**config.mk**
```make
export PLATFORM = sky130hd
export DESIGN_NAME = regXferBridge
export DESIGN_NICKNAME = d
export VERILOG_FILES = /design/src/rtl/regBridgePkg.sv /design/src/rtl/regBridgeCtrl.sv /design/src/rtl/regBridgeDatapath.sv /design/src/rtl/regXferBridge.sv
export SDC_FILE = /design/constraint.sdc
export NUM_CORES = 1
export LEC_CHECK = 0
export ABC_CLOCK_PERIOD_IN_PS = 2050
export BUFFER_PORTS_ARGS = -buffer_cell sky130_fd_sc_hd__clkbuf_2
export CAP_MARGIN = 25
export CELL_PAD_IN_SITES_DETAIL_PLACEMENT = 2
export CELL_PAD_IN_SITES_GLOBAL_PLACEMENT = 2
export CORE_AREA = 2 2 80 82
export CTS_CLUSTER_SIZE = 24
export DETAILED_ROUTE_END_ITERATION = 16
export DIE_AREA = 0 0 82 84
export PLACE_DENSITY = 0.87
export SLEW_MARGIN = 30
export SYNTH_ARGS = -nofsm -noshare
export SYNTH_HDL_FRONTEND = slang
export SYNTH_SLANG_ARGS = --single-unit
```
**constraint.sdc**
```tcl
create_clock -name clk -period 2.05 [get_ports clk]
set_clock_uncertainty 0.1 [all_clocks]
set_input_delay 0 -clock clk [delete_from_list [all_inputs] [get_ports clk]]
set_output_delay 0 -clock clk [all_outputs]
set_load 0.1 [all_outputs]
```
**src/rtl/regBridgePkg.sv**
```systemverilog
package regBridgePkg;
  typedef struct packed {
    logic launch;
    logic finish;
  } xferStrb_t;

  localparam int CTRL_TGT_BIT  = 0;
  localparam int CTRL_DIR_BIT  = 1;
  localparam int CTRL_RUN_BIT  = 3;
  localparam int STAT_IRQN_BIT = 4;
  localparam int STAT_BUSY_BIT = 5;
endpackage

```
**src/rtl/regBridgeCtrl.sv**
```systemverilog
module regBridgeCtrl
  import regBridgePkg::*;
#(
  parameter int STROBE_CYCLES = 4
) (
  input  logic      clk,
  input  logic      rst,
  input  logic      cmdReq,
  input  logic      boardRst,
  output xferStrb_t strb,
  output logic      busy
);
  localparam int CNT_W = (STROBE_CYCLES > 1) ? $clog2(STROBE_CYCLES) : 1;
  localparam logic [CNT_W-1:0] LAST = CNT_W'(STROBE_CYCLES - 1);

  typedef enum logic [0:0] {IDLE, RUN} state_t;
  state_t state;
  logic [CNT_W-1:0] cnt;

  always_comb begin
    strb.launch = (state == IDLE) && cmdReq && !boardRst;
    strb.finish = (state == RUN) && (cnt == LAST) && !boardRst;
  end

  always_ff @(posedge clk) begin
    if (rst || boardRst) begin
      state <= IDLE;
      cnt   <= '0;
    end else begin
      case (state)
        IDLE: if (strb.launch) begin
          state <= RUN;
          cnt   <= '0;
        end
        RUN: begin
          if (strb.finish) state <= IDLE;
          cnt <= cnt + 1'b1;
        end
        default: state <= IDLE;
      endcase
    end
  end

  assign busy = (state == RUN);

  // Length of the current busy run, used only by the checks below.
  logic [15:0] runLen;
  always_ff @(posedge clk) begin
    if (rst || !busy) runLen <= '0;
    else              runLen <= runLen + 1'b1;
  end


  strobe_len_chk: assert property (@(posedge clk) disable iff (rst)
    ($fell(busy) && !$past(boardRst)) |-> ($past(runLen) == 16'(STROBE_CYCLES - 1)));


  launch_src_chk: assert property (@(posedge clk) disable iff (rst)
    $rose(busy) |-> ($past(cmdReq) && !$past(boardRst)));
endmodule

```
**src/rtl/regBridgeDatapath.sv**
```systemverilog
module regBridgeDatapath
  import regBridgePkg::*;
#(
  parameter int WORD_W = 16,
  parameter int ADDR_W = 3
) (
  input  logic              clk,
  input  logic              rst,
  input  logic              hostWr,
  input  logic [ADDR_W-1:0] hostAddr,
  input  logic [7:0]        hostWrData,
  output logic [7:0]        hostRdData,
  input  xferStrb_t         strb,
  input  logic              busy,
  output logic              cmdReq,
  output logic              boardRst,
  output logic              ctlSel,
  output logic              ctlWrite,
  output logic [WORD_W-1:0] ctlWrData,
  input  logic [WORD_W-1:0] ctlRdData,
  input  logic              ctlIrq,
  output logic              ctlReset
);
  localparam int NUM_LANES = WORD_W / 8;
  localparam logic [ADDR_W-1:0] STAT_ADDR = ADDR_W'(NUM_LANES);
  localparam logic [ADDR_W-1:0] CMD_ADDR  = ADDR_W'(NUM_LANES + 1);

  logic [WORD_W-1:0] wrLatch, rdLatch;
  logic runBit, dirBit, tgtBit;
  logic snapRead, snapAddrPort;
  logic [1:0] irqSync;

  genvar g;
  generate
    for (g = 0; g < NUM_LANES; g++) begin : gLane
      always_ff @(posedge clk) begin
        if (rst) wrLatch[g*8 +: 8] <= '0;
        else if (hostWr && hostAddr == ADDR_W'(g) && !busy)
          wrLatch[g*8 +: 8] <= hostWrData;
      end
    end
  endgenerate

  always_ff @(posedge clk) begin
    if (rst)                          rdLatch <= '0;
    else if (strb.finish && snapRead) rdLatch <= ctlRdData;
  end

  always_ff @(posedge clk) begin
    if (rst) begin
      runBit <= 1'b0;
      dirBit <= 1'b0;
      tgtBit <= 1'b0;
    end else if (hostWr && hostAddr == STAT_ADDR) begin
      runBit <= hostWrData[CTRL_RUN_BIT];
      dirBit <= hostWrData[CTRL_DIR_BIT];
      tgtBit <= hostWrData[CTRL_TGT_BIT];
    end
  end

  always_ff @(posedge clk) begin
    if (rst) begin
      snapRead     <= 1'b0;
      snapAddrPort <= 1'b0;
    end else if (strb.launch) begin
      snapRead     <= dirBit;
      snapAddrPort <= tgtBit;
    end
  end

  always_ff @(posedge clk) begin
    if (rst) irqSync <= '0;
    else     irqSync <= {irqSync[0], ctlIrq};
  end

  always_comb begin
    hostRdData = '0;
    for (int i = 0; i < NUM_LANES; i++)
      if (hostAddr == ADDR_W'(i)) hostRdData = rdLatch[i*8 +: 8];
    if (hostAddr == STAT_ADDR) begin
      hostRdData[STAT_BUSY_BIT] = busy;
      hostRdData[STAT_IRQN_BIT] = ~irqSync[1];
    end
  end

  assign cmdReq    = hostWr && (hostAddr == CMD_ADDR);
  assign boardRst  = ~runBit;
  assign ctlReset  = ~runBit;
  assign ctlSel    = snapAddrPort;
  assign ctlWrite  = ~snapRead;
  assign ctlWrData = wrLatch;


  dir_hold_chk: assert property (@(posedge clk) disable iff (rst)
    (busy && $past(busy)) |-> ($stable(ctlWrite) && $stable(ctlSel)));


  wdata_hold_chk: assert property (@(posedge clk) disable iff (rst)
    (busy && $past(busy)) |-> $stable(ctlWrData));


  reset_idle_chk: assert property (@(posedge clk) disable iff (rst)
    ctlReset |=> !busy);


  rdlatch_src_chk: assert property (@(posedge clk) disable iff (rst)
    !$stable(rdLatch) |-> ($past(strb.finish) && !$past(ctlWrite)));
endmodule

```
**src/rtl/regXferBridge.sv**
```systemverilog
module regXferBridge
  import regBridgePkg::*;
#(
  parameter int WORD_W        = 16,
  parameter int ADDR_W        = 3,
  parameter int STROBE_CYCLES = 4
) (
  input  logic              clk,
  input  logic              rst,
  input  logic              hostWr,
  input  logic [ADDR_W-1:0] hostAddr,
  input  logic [7:0]        hostWrData,
  output logic [7:0]        hostRdData,
  output logic              ctlSel,
  output logic              ctlWrite,
  output logic              ctlStrobe,
  output logic [WORD_W-1:0] ctlWrData,
  input  logic [WORD_W-1:0] ctlRdData,
  input  logic              ctlIrq,
  output logic              ctlReset
);
  xferStrb_t strb;
  logic busy, cmdReq, boardRst;

  regBridgeCtrl #(.STROBE_CYCLES(STROBE_CYCLES)) uCtrl (
    .clk(clk), .rst(rst), .cmdReq(cmdReq), .boardRst(boardRst),
    .strb(strb), .busy(busy)
  );

  regBridgeDatapath #(.WORD_W(WORD_W), .ADDR_W(ADDR_W)) uData (
    .clk(clk), .rst(rst), .hostWr(hostWr), .hostAddr(hostAddr),
    .hostWrData(hostWrData), .hostRdData(hostRdData), .strb(strb),
    .busy(busy), .cmdReq(cmdReq), .boardRst(boardRst), .ctlSel(ctlSel),
    .ctlWrite(ctlWrite), .ctlWrData(ctlWrData), .ctlRdData(ctlRdData),
    .ctlIrq(ctlIrq), .ctlReset(ctlReset)
  );

  assign ctlStrobe = busy;
endmodule

```
==> impl_metrics.yaml <==
worst_setup_path:
  arrival_ps: 1690
  crit_type: "register to output port"
  r2r_end: "uData.rdLatch[15]$_SDFFE_PP0P_"
  cp_max_fo: 11
  cp-end-kind: "output port"
  crit_start: "uCtrl.busy$_SDFF_PP0_"
  critical_path_required_ps: 1950
  cp-start-kind: "register"
  reg2reg_from: "uCtrl.cnt[0]$_SDFFE_PP0P_"
  crit_end: "hostRdData[5]"
  r2r_setup_slack_ps: 320
  reg2reg_depth: 4
final_layout:
  fin_area_um2: 2570
  fillers: 672
  area_growth_pct: 40.2
  drive_gt1_frac: 0.267
  antenna_cells: 0
  multi_input_area_um2: 922
  final_cell_mix: "clkbuf_2 (58), dfxtp_1 (41), nand2_1 (32)"
  layout.nets: 312
  ff_latch_area_um2: 842
  final_common_cell: "clkbuf_2"
synthesis:
  synth.distinct_cells: 28
  syn_avg_cell_area_um2: 9.18
  synth_edf_count: 0
  yosysSeqAreaShare: 0.458
  yosysWarnings: 0
  syn_inst: 200
  synth_fp_nets: 232
  synth-main-ff-cell: "dfxtp_1"
  async_flop_share: 0
  syn-cell-area_um2: 1840
  ys_ff_latch: 42
detailed_routing:
  wl_per_cell_um: 15.2
  drc: 0
  vias: 1684
  wirelength_um: 5450
  drt_iter0_markers: 27
  routed_via_density: 4.70
  ant_nets: 0
  dr.pass1.iters: 4
power_and_ir_drop:
  power_density_nw_per_um2: 713
  p_leak_nw: 1.08
  p_total_w: 0.00183
  vdd_drop_max_mv: 0.251
die:
  core_um2: 6100
  num_io_pins: 59
  die_w_um: 82
  initial_core_util: 0.301
  rows: 29
  die_h_um: 84
  die_area_um2: 6890
global_route:
  grt_pass1_vias: 1901
  grt_remaining_overflow: 0
  grt_max_degree: 41
  grt_pass1_wl_um: 8870
  grt_usage: 0.168
  antenna_found_initial: 0
placed_design:
  dpl_cell_area_um2: 2180
  dp_hpwl_um: 3650
  gp_congestion: 0.704
  pre_cts_slack_ps: 334
  portBuffers: 58
clocking:
  ctsHtreeMaxLevel: 2
  cts_tree: "built"
  cts_buffers: 5
  clk_pin_slew_ps: 90
  hold_buffers: 25
  postCtsSetupBuffers: 0
  cts.repair.resized: 0
  clk_latency_ps: 300
  clockBufferDepth: 2
  cts_num_sinks: 42
  clockRootBuffer: "clkbuf_8"
run:
  maxCapViolCount: 0
timing:
  hold_viol_final: 0
  rsz0062_at_grt: "no"
  fmax_mhz: 557
  min_period_ps: 1790
  finalCritPeriodShare: 0.875
  maxSlewViolCount: 0
  setup-tns-final_ps: 0
  worst_pin_slew_ps: 703
  slew_headroom: 0.530
  setup_viol: 0
  whs_ps: 51.8
  setup_ws_ps: 256
hold_path:
  hold_path_class: "input pin to register"
run_status:
  status: "completed"
metal layers:
| layer | share of wire | routed length, µm | track usage | up-vias |
|---|---|---|---|---|
| li1 | - | - | - | 824 |
| met1 | 0.41 | 2240 | 0.182 | 804 |
| met2 | 0.54 | 2930 | 0.318 | 51 |
| met3 | 0.046 | 252 | 0.0444 | 5 |
| met4 | 0.0068 | 37 | 0.0364 | 0 |
| met5 | 0 | 0 | 0 | - |
per-stage QoR:
| step | std cells | util |
|---|---|---|
| 3_3_place_gp | 325 | 0.358 |
| 4_1_cts | 358 | 0.422 |
| 3_5_place_dp | 325 | 0.358 |
| 6_report | 358 | 0.422 |
| 5_1_grt | 358 | 0.422 |
| 2_1_floorplan | 200 | - |
registers in the layout, indices dropped and copies added (netlist names):
| register | count |
|---|---|
| uData.tgtBit | 1 |
| uData.snapRead | 1 |
| uData.ctlSel | 1 |
| uData.irqSync | 2 |
| uData.rdLatch | 16 |
| uData.runBit | 1 |
| uData.ctlWrData | 16 |
| uCtrl.busy | 1 |
| uData.dirBit | 1 |
| uCtrl.cnt | 2 |
final cells by class:
type	count	share of cell area
Clock buffer	5	0.0268
Clock inverter	3	0.0268
Inverter	3	0.00438
Multi-Input combinational cell	142	0.358
Sequential cell	42	0.327
Tap cell	77	0.0375
Timing Repair Buffer	86	0.219
how the worst min path moves through the flow:
stage,start,endpoint,slack [ps],cells after the start
floorplan,hostAddr[2],hostRdData[5],2,1
global placement,ctlIrq,uData.irqSync[0]$_SDFF_PP0_,120,2
detailed placement,ctlIrq,uData.irqSync[0]$_SDFF_PP0_,130,2
CTS,hostWr,uData.ctlWrData[5]$_SDFFE_PP0P_,50,4
global route,hostWr,uData.ctlWrData[10]$_SDFFE_PP0P_,60,4
finish,hostWr,uData.ctlWrData[9]$_SDFFE_PP0P_,50,4
cells in the mapped netlist, drive strengths merged (3+ instances only):
library cell | number | share of area
nor2 | 12 | 0.025
clkbuf | 8 | 0.017
nand3 | 4 | 0.011
dfxtp | 42 | 0.46
nor2b | 3 | 0.010
nand2 | 32 | 0.065
nand2b | 30 | 0.11
inv | 3 | 0.0061
a21oi | 16 | 0.044
buf | 5 | 0.020
mux2i | 29 | 0.16
logic make-up (layout without fill, tap and decap cells):
family                   count (synthesis)  count (layout)  share of synthesized area
AND/OR/NAND/NOR                         91              91                      0.271
AO/OA/AOI/OAI                           21              21                     0.0627
adder cells (fa/ha/maj)                  1               1                    0.00682
flip-flops                              42              42                      0.458
buffers and inverters                   16              97                     0.0436
multiplexers                            29              29                      0.158
power by group:
part           switching, W  total (W)  internal (W)  leakage, nW
combinational      0.000124   0.000210     0.0000869        0.676
clock              0.000306   0.000794      0.000488       0.0683
sequential       0.00000533   0.000830      0.000825        0.340
total              0.000435    0.00183       0.00140         1.08
worst max-delay path: stages (launching register included):
cell	delay [ps]
dfxtp_2	470
inv_1	140
o22a_1	260
nor2_4	80
clkbuf_2	450
(Power assumes the default switching activity.)
